[src/rtl/irqstat_pkg.sv]
package irqstat_pkg;

   localparam int REG_W = 8;
   localparam int SEQ_W = 3;

   localparam logic [REG_W-1:0] CAUSE_BRST = 8'h80;
   localparam logic [REG_W-1:0] CAUSE_DISC = 8'h20;
   localparam logic [REG_W-1:0] CAUSE_BSVC = 8'h10;

   localparam logic [2:0]       PH_STATUS  = 3'b011;
   localparam logic [SEQ_W-1:0] SEQ_ZERO   = '0;

   // One register update chosen from the competing events of a cycle
   typedef struct packed {
      logic             hit;
      logic [REG_W-1:0] cause;
      logic [REG_W-1:0] stat;
      logic             keep_stat;
      logic [SEQ_W-1:0] seq;
      logic             keep_seq;
      logic             raise;
   } upd_t;

endpackage

[src/rtl/irqstat_evsel.sv]
module irqstat_evsel
   import irqstat_pkg::*;
#(
   parameter int INT_BIT = 7,
   parameter int TC_BIT  = 4
) (
   input  logic             sel_no_target,
   input  logic             ev_load,
   input  logic [REG_W-1:0] ev_cause,
   input  logic [REG_W-1:0] ev_stat,
   input  logic [SEQ_W-1:0] ev_seq,
   input  logic             ev_raise,
   input  logic             bus_rst_cmd,
   input  logic             cfg_rst_rpt_dis,
   input  logic             fire,
   output upd_t             upd,
   output logic             other_ev
);

   localparam logic [REG_W-1:0] INT_MASK = 8'h01 << INT_BIT;
   localparam logic [REG_W-1:0] TC_MASK  = 8'h01 << TC_BIT;
   localparam logic [REG_W-1:0] CMPL_STAT = TC_MASK | {5'b0, PH_STATUS};

   assign other_ev = sel_no_target | ev_load | bus_rst_cmd;

   always_comb begin
      upd           = '0;
      upd.keep_stat = 1'b1;
      upd.keep_seq  = 1'b1;
      if (sel_no_target) begin
         upd.hit       = 1'b1;
         upd.cause     = CAUSE_DISC;
         upd.stat      = '0;
         upd.keep_stat = 1'b0;
         upd.seq       = SEQ_ZERO;
         upd.keep_seq  = 1'b0;
         upd.raise     = 1'b1;
      end else if (ev_load) begin
         upd.hit       = 1'b1;
         upd.cause     = ev_cause;
         upd.stat      = ev_stat & ~INT_MASK;
         upd.keep_stat = 1'b0;
         upd.seq       = ev_seq;
         upd.keep_seq  = 1'b0;
         upd.raise     = ev_raise;
      end else if (bus_rst_cmd) begin
         upd.hit       = 1'b1;
         upd.cause     = CAUSE_BRST;
         upd.raise     = ~cfg_rst_rpt_dis;
      end else if (fire) begin
         upd.hit       = 1'b1;
         upd.cause     = CAUSE_BSVC;
         upd.stat      = CMPL_STAT;
         upd.keep_stat = 1'b0;
         upd.seq       = SEQ_ZERO;
         upd.keep_seq  = 1'b0;
         upd.raise     = 1'b1;
      end
   end

endmodule

[src/rtl/irqstat_defer.sv]
module irqstat_defer #(
   parameter int CSTAT_W     = 8,
   parameter bit KEEP_NEWEST = 1'b1
) (
   input  logic               clk,
   input  logic               rst_n,
   input  logic               cmpl_valid,
   input  logic [CSTAT_W-1:0] cmpl_status,
   input  logic               int_q,
   input  logic               rd,
   input  logic               other_ev,
   output logic               pend_q,
   output logic               fire,
   output logic [CSTAT_W-1:0] done_q
);

   logic [CSTAT_W-1:0] held_q;
   logic               replay;
   logic               direct;
   logic               hold;
   logic               take_byte;

   assign replay = rd & pend_q & ~other_ev;
   assign direct = cmpl_valid & ~pend_q & ~other_ev & (~int_q | rd);
   assign hold   = cmpl_valid & ~direct;
   assign fire   = replay | direct;

   generate
      if (KEEP_NEWEST) begin : g_newest
         assign take_byte = hold;
      end else begin : g_first
         assign take_byte = hold & (~pend_q | replay);
      end
   endgenerate

   always_ff @(posedge clk or negedge rst_n) begin
      if (!rst_n) begin
         pend_q <= 1'b0;
         held_q <= '0;
         done_q <= '0;
      end else begin
         if (hold)
            pend_q <= 1'b1;
         else if (replay)
            pend_q <= 1'b0;
         if (take_byte)
            held_q <= cmpl_status;
         if (replay)
            done_q <= held_q;
         else if (direct)
            done_q <= cmpl_status;
      end
   end

   AST_DEFER_HOLDS: assert property (@(posedge clk) disable iff (!rst_n)
      (cmpl_valid && int_q && !rd) |=> pend_q);
   AST_REPLAY_EMPTIES: assert property (@(posedge clk) disable iff (!rst_n)
      (rd && pend_q && !other_ev && !cmpl_valid) |=> !pend_q);
   AST_DONE_STABLE: assert property (@(posedge clk) disable iff (!rst_n)
      (int_q && !rd) |=> $stable(done_q));

endmodule

[src/rtl/irqstat_regs.sv]
module irqstat_regs
   import irqstat_pkg::*;
#(
   parameter int               INT_BIT  = 7,
   parameter int               TC_BIT   = 4,
   parameter logic [SEQ_W-1:0] SEQ_DONE = 3'd4
) (
   input  logic             clk,
   input  logic             rst_n,
   input  logic             rd,
   input  upd_t             upd,
   output logic [REG_W-1:0] cause_q,
   output logic [REG_W-1:0] stat_q,
   output logic [SEQ_W-1:0] seq_q,
   output logic             irq
);

   localparam logic [REG_W-1:0] RD_CLR = (8'h01 << INT_BIT) | (8'h01 << TC_BIT);

   logic [REG_W-1:0] cause_b, stat_b, cause_n, stat_n;
   logic [SEQ_W-1:0] seq_b, seq_n;

   // Clear-on-read forms the base; an event in the same cycle overlays it
   always_comb begin
      cause_b = rd ? '0 : cause_q;
      stat_b  = rd ? (stat_q & ~RD_CLR) : stat_q;
      seq_b   = rd ? SEQ_DONE : seq_q;
      cause_n = cause_b;
      stat_n  = stat_b;
      seq_n   = seq_b;
      if (upd.hit) begin
         cause_n = upd.cause;
         if (!upd.keep_stat)
            stat_n = upd.stat;
         stat_n[INT_BIT] = stat_b[INT_BIT] | upd.raise;
         if (!upd.keep_seq)
            seq_n = upd.seq;
      end
   end

   always_ff @(posedge clk or negedge rst_n) begin
      if (!rst_n) begin
         cause_q <= '0;
         stat_q  <= '0;
         seq_q   <= '0;
      end else begin
         cause_q <= cause_n;
         stat_q  <= stat_n;
         seq_q   <= seq_n;
      end
   end

   assign irq = stat_q[INT_BIT];

   AST_READ_DROPS_IRQ: assert property (@(posedge clk) disable iff (!rst_n)
      (rd && !upd.hit) |=> !irq);
   AST_CAUSE_CLEARED: assert property (@(posedge clk) disable iff (!rst_n)
      (rd && !upd.hit) |=> (cause_q == '0 && seq_q == SEQ_DONE));
   AST_RAISE_SETS_IRQ: assert property (@(posedge clk) disable iff (!rst_n)
      (upd.hit && upd.raise) |=> irq);

endmodule

[src/rtl/irq_stat_ctrl.sv]
module irq_stat_ctrl
   import irqstat_pkg::*;
#(
   parameter int               CSTAT_W     = 8,
   parameter int               INT_BIT     = 7,
   parameter int               TC_BIT      = 4,
   parameter logic [SEQ_W-1:0] SEQ_DONE    = 3'd4,
   parameter bit               KEEP_NEWEST = 1'b1
) (
   input  logic               clk,
   input  logic               rst_n,
   input  logic               host_rd_intr,
   input  logic               ev_load,
   input  logic [REG_W-1:0]   ev_cause,
   input  logic [REG_W-1:0]   ev_stat,
   input  logic [SEQ_W-1:0]   ev_seq,
   input  logic               ev_raise,
   input  logic               bus_rst_cmd,
   input  logic               cfg_rst_rpt_dis,
   input  logic               sel_no_target,
   input  logic               cmpl_valid,
   input  logic [CSTAT_W-1:0] cmpl_status,
   output logic               irq,
   output logic [REG_W-1:0]   cause_q,
   output logic [REG_W-1:0]   stat_q,
   output logic [SEQ_W-1:0]   seq_q,
   output logic [CSTAT_W-1:0] done_status
);

   generate
      if (INT_BIT == TC_BIT || INT_BIT < 3 || TC_BIT < 3 ||
          INT_BIT >= REG_W || TC_BIT >= REG_W) begin : g_bad_bits
         $error("irq_stat_ctrl: status bit positions collide or overlap the phase field");
      end
      if (CSTAT_W < 1) begin : g_bad_width
         $error("irq_stat_ctrl: completion status width must be positive");
      end
   endgenerate

   upd_t upd;
   logic other_ev;
   logic fire;
   logic pend;

   irqstat_evsel #(
      .INT_BIT (INT_BIT),
      .TC_BIT  (TC_BIT)
   ) u_evsel (
      .sel_no_target   (sel_no_target),
      .ev_load         (ev_load),
      .ev_cause        (ev_cause),
      .ev_stat         (ev_stat),
      .ev_seq          (ev_seq),
      .ev_raise        (ev_raise),
      .bus_rst_cmd     (bus_rst_cmd),
      .cfg_rst_rpt_dis (cfg_rst_rpt_dis),
      .fire            (fire),
      .upd             (upd),
      .other_ev        (other_ev)
   );

   irqstat_defer #(
      .CSTAT_W     (CSTAT_W),
      .KEEP_NEWEST (KEEP_NEWEST)
   ) u_defer (
      .clk         (clk),
      .rst_n       (rst_n),
      .cmpl_valid  (cmpl_valid),
      .cmpl_status (cmpl_status),
      .int_q       (stat_q[INT_BIT]),
      .rd          (host_rd_intr),
      .other_ev    (other_ev),
      .pend_q      (pend),
      .fire        (fire),
      .done_q      (done_status)
   );

   irqstat_regs #(
      .INT_BIT  (INT_BIT),
      .TC_BIT   (TC_BIT),
      .SEQ_DONE (SEQ_DONE)
   ) u_regs (
      .clk     (clk),
      .rst_n   (rst_n),
      .rd      (host_rd_intr),
      .upd     (upd),
      .cause_q (cause_q),
      .stat_q  (stat_q),
      .seq_q   (seq_q),
      .irq     (irq)
   );

   AST_BUSRST_QUIET: assert property (@(posedge clk) disable iff (!rst_n)
      (bus_rst_cmd && cfg_rst_rpt_dis && !sel_no_target && !ev_load && !irq)
      |=> !irq);
   AST_REPLAY_IRQ: assert property (@(posedge clk) disable iff (!rst_n)
      (host_rd_intr && pend && !other_ev) |=> irq);
   AST_SEL_PRIO: assert property (@(posedge clk) disable iff (!rst_n)
      sel_no_target |=> (cause_q == CAUSE_DISC && irq));

endmodule

[config.mk]
export PLATFORM = sky130hd
export DESIGN_NAME = irq_stat_ctrl
export DESIGN_NICKNAME = d
export VERILOG_FILES = /design/src/rtl/irqstat_pkg.sv /design/src/rtl/irqstat_evsel.sv /design/src/rtl/irqstat_defer.sv /design/src/rtl/irqstat_regs.sv /design/src/rtl/irq_stat_ctrl.sv
export SDC_FILE = /design/constraint.sdc
export NUM_CORES = 1
export LEC_CHECK = 0
export ABC_AREA = 1
export BUFFER_PORTS_ARGS = -buffer_cell sky130_fd_sc_hd__buf_2
export CAP_MARGIN = 20
export CORE_MARGIN = 2
export CORE_UTILIZATION = 50
export CTS_CLUSTER_SIZE = 20
export DETAILED_ROUTE_END_ITERATION = 6
export PLACE_DENSITY = 0.82
export RECOVER_POWER = 100
export SLEW_MARGIN = 20
export SYNTH_ARGS = -nofsm -noshare
export SYNTH_HDL_FRONTEND = slang
export SYNTH_SLANG_ARGS = --single-unit
[constraint.sdc]
create_clock -name clk -period 2.7 [get_ports clk]
set_clock_uncertainty 0.1 [all_clocks]
set_input_delay 0.54 -clock clk [delete_from_list [all_inputs] [get_ports clk]]
set_output_delay 0.54 -clock clk [all_outputs]
set_load 0.02 [all_outputs]
### Yosys cells after proc, flatten, opt, wreduce, memory -nomap -nowiden

Cells that the tools add are included.

* muxes and demuxes: 18
* bitwise operators: 16
* reduce and logical (&&, ||, !) cells: 3

Operators with widths (count)
* $mux 23: 3
* $mux 8: 6
* $mux 13: 1
* $mux 3: 3
* $mux 9: 1
* $mux 7: 1
* $and 1x1->1: 6
* $reduce_bool 2->1: 3
* $not 1->1: 5
* $or 1x1->1: 5
* $mux 1: 3

* bits in registers: 36
* input port bits: 36
* output and inout port bits: 28
* logic and storage cells: 43

### Depth between registers and ports, before layout

Gate-level depths: netlist (run 1).

* depth after elaboration: 12
* depth in mapped cells: 8
* mapped depth without buffers: 7

### By module

From an unflattened synthesis (run 1), not the netlist that was laid out.

* cell total of the unflattened synthesis: 255
* area total of the unflattened synthesis: 1978.1 µm²

Modules (own cells, without submodules)
* irqstat_defer: times used 1, cells each 105, area an instance 933.4 µm², sequential area each 425.4 µm²
* irqstat_regs: times used 1, cells each 93, area an instance 785.8 µm², sequential area each 475.5 µm²
* irqstat_evsel: times used 1, cells each 57, area an instance 259.0 µm², sequential area each 0.0 µm²

### Least setup slack after synthesis (run 1)

OpenSTA, ideal clock, no wires.

* path kind: input port to flip-flop
* from: in ev_load
* to: reg u_regs.stat_q[4]
* data arrival time: 1.233 ns
* required time: 2.483 ns
* slack: 1.249 ns
* stages: 6
* buffers on the path: 2
* path through: nor2_4 nand3_2 buf_4 buf_6 nand4_1 nand2_1

* word-level cells in the longest chain between the ends: 12

RTL lines
* from (decl): line irq_stat_ctrl.sv:13 `input logic ev_load,`
* $or 1x1->1 (2 in a row): line irqstat_evsel.sv:24 `assign other_ev = sel_no_target | ev_load | bus_rst_cmd;`
* $not 1->1: line irqstat_defer.sv:23, irqstat_defer.sv:24
* $and 1x1->1 (2 in a row): line irqstat_defer.sv:24 `assign direct = cmpl_valid & ~pend_q & ~other_ev & (~int_q | rd);`
* $or 1x1->1: line irqstat_defer.sv:26 `assign fire = replay | direct;`
* $mux 23: line irqstat_evsel.sv:50 `end else if (fire) begin`
* $mux 13: line irqstat_evsel.sv:46 `end else if (bus_rst_cmd) begin`
* $mux 23 (*): line irqstat_evsel.sv:38 `end else if (ev_load) begin`
* $mux 23 (*): line irqstat_evsel.sv:30 `if (sel_no_target) begin`
* $mux 7: line irqstat_regs.sv:33 `if (!upd.keep_stat)`
* $mux 8 (*): line irqstat_regs.sv:31 `if (upd.hit) begin`
* net u_regs.stat_n[4]: line irqstat_regs.sv:20 `logic [REG_W-1:0] cause_b, stat_b, cause_n, stat_n;`
* to (signal assigned): line irqstat_regs.sv:48 `stat_q <= stat_n;`
* to (decl): line irqstat_regs.sv:13 `output logic [REG_W-1:0] stat_q,`

The timed path passes the listed nets; every way through them passes the cells marked *.
A chain may end at the register's enable or synchronous reset.

### Final worst setup path (run 1)

* from: in ev_load
* to: reg u_defer.done_q[1]

* word-level cells in the longest chain between the ends: 6

RTL lines
* $or 1x1->1 (*) (2 in a row): line irqstat_evsel.sv:24
* $not 1->1 (*): line irqstat_defer.sv:23, irqstat_defer.sv:24
* $and 1x1->1 (2 in a row): line irqstat_defer.sv:24
* $reduce_bool 2->1 (no line)
* to (signal assigned): line irqstat_defer.sv:49 `done_q <= held_q;`
* to (signal assigned): line irqstat_defer.sv:51 `done_q <= cmpl_status;`
* to (decl): line irqstat_defer.sv:14 `output logic [CSTAT_W-1:0] done_q`

Every way passes the cells marked *; elsewhere a longest branch is shown, timed or not.

==> results of run 1 <==
-- flip-flops by register name (all words and copies together) (netlist names) --
| name | flops |
|---|---|
| u_defer.done_q | 8 |
| u_defer.held_q | 8 |
| u_defer.pend_q | 1 |
| u_regs.cause_q | 8 |
| u_regs.seq_q | 3 |
| u_regs.stat_q | 8 |
-- layer usage --
metal | up-vias | wire (um)
met5 | - | 0
met4 | 0 | 78
met3 | 8 | 160
met2 | 43 | 1670
met1 | 639 | 1560
li1 | 752 | -
-- area by class of cell --
cell class,count,area [sq um],share of cell area [%]
Sequential cell,36,901,44.7
Multi-Input combinational cell,133,599,29.7
Timing Repair Buffer,64,283,14.0
Inverter,22,82.6,4.10
Clock buffer,7,65.1,3.23
Tap cell,44,55.1,2.73
Clock inverter,1,30.0,1.49
-- worst min path at each step --
stage | end
after floorplan | u_defer.done_q[0]
after detailed placement | u_regs.cause_q[2]
final | u_regs.cause_q[2]
after global routing | u_regs.cause_q[6]
after global placement | u_regs.cause_q[1]
after CTS | u_regs.seq_q[1]
-- synthesized netlist by cell type (all sizes together) --
cell type  instances
nor2              15
nand3             17
a22oi              1
nand4              4
dfrtp             36
buf                7
nand2             66
or2                5
o21ai             22
o211ai             1
a21oi              2
inv               22
-- kinds of logic (layout without fill, tap and decap cells) --
logic type             after synthesis  count (layout)  share of synthesized area (%)
buffers and inverters               29              94                           8.28
AOI/OAI and AO/OA                   26              26                           8.35
DFF                                 36              36                           54.2
and+or+nand+nor                    107             107                           29.2
-- report_power, final --
group	total, W	switching, W	internal, W
Sequential	0.000619	0.0000282	0.000591
Combinational	0.000210	0.000141	0.0000688
Clock	0.000419	0.000173	0.000246
-- worst reg2reg max path, cell delays in order (launching register included) --
cell and delay (ns):
dfrtp_1 0.39, nand2_1 0.09, clkinv_1 0.06, nand3_1 0.50, clkbuf_1 0.37, inv_1 0.11, nand2_1 0.07, o211ai_1 0.08
-- per-stage QoR --
step	instance area [sq um]	setup slack, ns	std cells	total power [W]
CTS	2080	1.08	307	0.00128
finish	2020	0.750	307	0.00125
global route	2020	0.481	307	0.00132
floorplan	1660	1.25	198	0.000763
detailed placement	1990	0.707	299	0.000859
global placement	1990	0.747	299	0.000854
==> results.ini, run 1 <==
[worst_hold_path]
worstHoldPathCells=3
hold_start=ev_cause[2]
min_path_type=in2reg

[global_routing]
grtUsageMet3_pct=6.72
grt_usage_pct=20.6
use_met2_pct=33.4
grt_pass1_wl_mm=5.53
antenna_found_initial=0
grt.busiest_layer=met2
gr-total-overflow=0
grt_max_degree=37
grt_pass1_vias=1294
use_met1_pct=24.4

[timing]
fin_crit_sh_pct=72.2
hold_viol_final=0
relSlewSlack_pct=-22.4
clock.fmax_mhz=513
fin_crit_ns=1.95
tns_ns=0
rsz0062_at_grt=false
holdWs_ns=0.295
drv_slew=37
setup_viol=0
worst_pin_slew_ns=1.84

[critical_path]
end_kind=flip-flop
start_kind=input port
cp_max_fo=21
critPathLaunch=ev_load
required_ns=2.87
slowest_stage=nand3_1
path_class=in2reg
cpPeakStageDelay_ns=0.54
path_cells=clkbuf_1 > nor2_4 > nand3_1 > nand2_1 > nand2_1 > o21ai_0
reg2reg_to=u_defer.done_q[3]
rrSetupSlack_ns=0.81
regToRegStartpoint=u_defer.pend_q
cp_num_buf_inv=1
arrival_ns=2.12
crit_family=simple AND/OR/NAND/NOR gates
critPathMostFrequentCell=nand2_1
crit_end=u_defer.done_q[1]
r2r.worst_path.cells=7
cp_num_cells=6

[power]
power.density_nw_per_um2=619
ir_worst_vdd_mv=0.428
p_leak_nw=1.08

[yosys]
ys_top_cells_by_area=dfrtp_1, nand2_1, nand3_1
synth_top_area_share_pct=54.2
synth_top_area_cell=dfrtp_1
yosys_warnings=0
netlist_area_sq_um=1660
yosysUniqueCellTypes=22
ys_ff_latch=36
syn_avg_cell_area_sq_um=8.40
syn_nets=234
yosysSeqAreaShare_pct=54.2
synthCells=198

[flow_run]
max_cap_violations=1

[drt]
ant_nets=0
num_vias=1442
drtIter0Drc=105
firstDrtPassIters=4
wl_mm=3.47
wl_per_cell_um=11.3
viasPerCell=4.70
drt_drc_violations_left=0

[placed_design]
place_congestion=0.782
io_buffers=62
dp_hpwl_mm=2.45

[clock_network]
postCtsSetupBuffers=0
cts_made_buffers=5
clk_latency_ns=0.34
clockBufferDepth=2
ctsResizeCount=0
clkSinkCount=36
cts_tree=done
cts.reportedPaths.clkPinSlew_ns=0.10
cts_root_buf=clkbuf_4
ctsHoldBuffers=0
htree_levels=2

[finish]
fin_util_pct=65.0
drive_gt1_share_pct=18.6
final_common_cell=nand2_1
n_fill_cell=315
antenna_cells=0
area_growth_syn_to_layout_pct=21.2
final_cell_mix=nand2_1, dfrtp_1, clkbuf_1
layout.nets=298

[floorplan]
io_pins=64
initial_utilization_pct=53.6
die_area_sq_um=3800
chipHeight_um=61.7
design.core.area_sq_um=3100
die_x_um=61.7
rows=20

[run_status]
outcome=complete, but fails checks
violations=max-capacitance violations, max-slew violations

(Power assumes the default switching activity.)
==> run 2: changes to the inputs <==
Settings changed: ABC_AREA 1 to 0, CORE_UTILIZATION 50 to 43, PLACE_DENSITY 0.82 to 0.76.
Clock period 2.7 ns to 1.6 ns, I/O delays scaled along.
==> run 2 against run 1 <==
Effect of this change:
- the run ends with negative setup slack left
- synthesized cell count shrank 31%
- wire length increased by 8.2%
- final cell count down 14%
- utilization fell by 4.8 points
- final area is 7.6% higher
- area after synthesis decreased by 5.0%
- largest cell class unchanged
==> results.ini, run 2 <==
[critical_path]
end_kind=flip-flop
rrSetupSlack_ns=-0.005  ; -0.82 ns
regToRegStartpoint=u_regs.stat_q[7]
path_class=reg2reg
cp_num_cells=4  ; -2
crit_family=compound AO/OA/AOI/OAI gates
start_kind=flip-flop
cp_num_buf_inv=1  ; unchanged
r2r.worst_path.cells=4  ; -3
path_cells=o21ba_4 > or3_4 > buf_4 > a222oi_1
cp_max_fo=5  ; -76%
slowest_stage=dfrtp_2
arrival_ns=1.69  ; -0.43 ns
required_ns=1.69  ; -1.18 ns
reg2reg_to=u_defer.done_q[4]
cpPeakStageDelay_ns=0.43  ; -0.11 ns

[yosys]
synth_flop_cell=dfrtp_1
synth_top_area_cell=dfrtp_1
yosysSeqAreaShare_pct=57.1  ; +2.9 points
netlist_area_sq_um=1580  ; -5.0%
syn_nets=173  ; -26%
synth_most_common_cell=dfrtp_1
syn_avg_cell_area_sq_um=11.5  ; +37%
synth-edff-count=0  ; unchanged
synth_top_area_share_pct=57.1  ; +2.9 points
yosysUniqueCellTypes=33  ; +50%
async_flop_share_pct=100  ; unchanged
synthTopCellsByCount=dfrtp_1, inv_1, mux2i_1
yosys_warnings=0  ; unchanged
ys_top_cells_by_area=dfrtp_1, inv_1, mux2i_1
ys_ff_latch=36  ; unchanged
synthCells=137  ; -31%

[timing]
clock.fmax_mhz=623
fin_ws_ns=-0.00541  ; -0.756 ns
relSlewSlack_pct=45.8  ; +68 points
worst_pin_slew_ns=0.813  ; -1.02 ns
hold_viol_final=0  ; unchanged
setup_viol=1  ; +1
fin_crit_sh_pct=100
fin_crit_ns=1.61
drv_slew=0  ; -100%
rsz0062_at_grt=true

[drt]
wl_mm=3.75  ; +8.2%
drtIter0Drc=105  ; unchanged
viasPerCell=5.10  ; +8.5%
wl_per_cell_um=14.2  ; +26%
ant_nets=0  ; unchanged
num_vias=1346  ; -6.7%
firstDrtPassIters=4  ; unchanged
drt_drc_violations_left=0  ; unchanged

[floorplan]
chipHeight_um=64.6  ; +4.8%
die_x_um=64.6  ; +4.8%
rows=22  ; +10%
die_area_sq_um=4170  ; +9.7%
design.core.area_sq_um=3610  ; +16%
initial_utilization_pct=43.8  ; -9.8 points
io_pins=64  ; unchanged

[clock_network]
clk_latency_ns=0.29  ; -0.05 ns
cts_made_buffers=5  ; unchanged
clkSinkCount=36  ; unchanged
clockBufferDepth=2  ; unchanged
cts_tree=done
cts.reportedPaths.clkPinSlew_ns=0.07  ; -0.03 ns
cts_root_buf=clkbuf_8
htree_levels=2  ; unchanged

[global_routing]
grt_usage_pct=20.1  ; -0.48 points
grt_max_degree=37  ; unchanged
grt_pass1_vias=1315  ; +1.6%
gr-total-overflow=0  ; unchanged
antenna_found_initial=0  ; unchanged
grt_pass1_wl_mm=6.34  ; +15%

[run_status]
violations=negative setup slack
outcome=complete, but fails checks

[finish]
antenna_cells=0  ; unchanged
area_growth_syn_to_layout_pct=37.3
final_cell_mix=dfrtp_1, buf_2, clkbuf_1
fin_util_pct=60.1  ; -4.8 points
final_cells=264  ; -14%
layout.nets=251  ; -16%
final_common_cell=dfrtp_1
drive_gt1_share_pct=33.3  ; +15 points

[worst_hold_path]
min_path_type=in2reg
worstHoldPathCells=2  ; -1
hold_path_end=u_regs.stat_q[5]
hold_start=ev_stat[5]

[power]
power.density_nw_per_um2=1060  ; +72%
p_leak_nw=1.09  ; +0.98%
ir_worst_vdd_mv=0.705  ; +65%

[placed_design]
place_congestion=0.751  ; -4.1%
io_buffers=62  ; unchanged
dp_cells=254  ; -15%
dp_hpwl_mm=2.56  ; +4.5%
place_ws_ns=-0.332  ; -1.04 ns

[flow_run]
max_cap_violations=0  ; -1

run 2: timing repair:
item | 4_1_cts | 5_1_grt
endpoints found under the hold margin | 36 | 0
hold buffers | 1 | 0
pin swaps | 3 | 5
setup endpoints to repair | 23 | 18
setup buffers | 1 | 0
resized for setup | 6 | 1
run 2: through the flow:
stage               area, sq um  hold slack (ns)  TNS (ns)  power [W]
finish                     2170            0.145  -0.00541    0.00230
global route               2170            0.143    -0.312    0.00242
CTS                        2210            0.132  -0.00665    0.00236
detailed placement         2050            0.289     -5.73    0.00153
global placement           2050            0.289     -5.14    0.00152
floorplan                  1630          -0.0756     -2.86    0.00134
run 2: power by group:
group | total (W) | leakage (nW) | internal, W | switching [W]
logic | 0.000448 | 0.598 | 0.000175 | 0.000273
clock network | 0.000800 | 0.0541 | 0.000461 | 0.000339
registers | 0.00106 | 0.434 | 0.00101 | 0.0000496
run 2: worst reg2reg max path, delay by kind of cell, from the launching register on:
family          cells  cell delay, ns
compound gates      2            0.48
simple gates        1            0.34
flops               1            0.43
buf+inv             1            0.16
run 2: per-layer routing:
layer  global-route usage (%)  wire length [um]  share of wire, %
met1                     26.1              1650                44
met2                     31.5              1790                48
met3                     6.60               260               6.9
met4                     7.18                55               1.5
met5                        0                 0                 0
run 2: how the worst max path moves through the flow:
stage                     startpoint                 to  slack (ns)
finish              u_regs.stat_q[7]  u_defer.done_q[4]      -0.005
global placement         bus_rst_cmd  u_defer.done_q[2]       -0.28
detailed placement       bus_rst_cmd  u_defer.done_q[2]       -0.33
CTS                 u_regs.stat_q[7]  u_defer.done_q[2]      -0.007
floorplan                    ev_load  u_defer.done_q[3]       -0.29
global route        u_regs.stat_q[7]  u_defer.done_q[7]       -0.05
run 2: logic make-up after synthesis:
group                  share of synthesized area, %
and+or+nand+nor                                8.40
buffers and inverters                          10.1
DFF                                            57.1
AOI/OAI and AO/OA                              18.6
muxes                                          5.78
run 2: layout make-up:
type                            count  area (sq um)
Clock buffer                        5          68.8
Clock inverter                      3          42.5
Fill cell                         335          1440
Inverter                           26          97.6
Multi-Input combinational cell     64           571
Sequential cell                    36           902
Tap cell                           48          60.1
Timing Repair Buffer               82           427
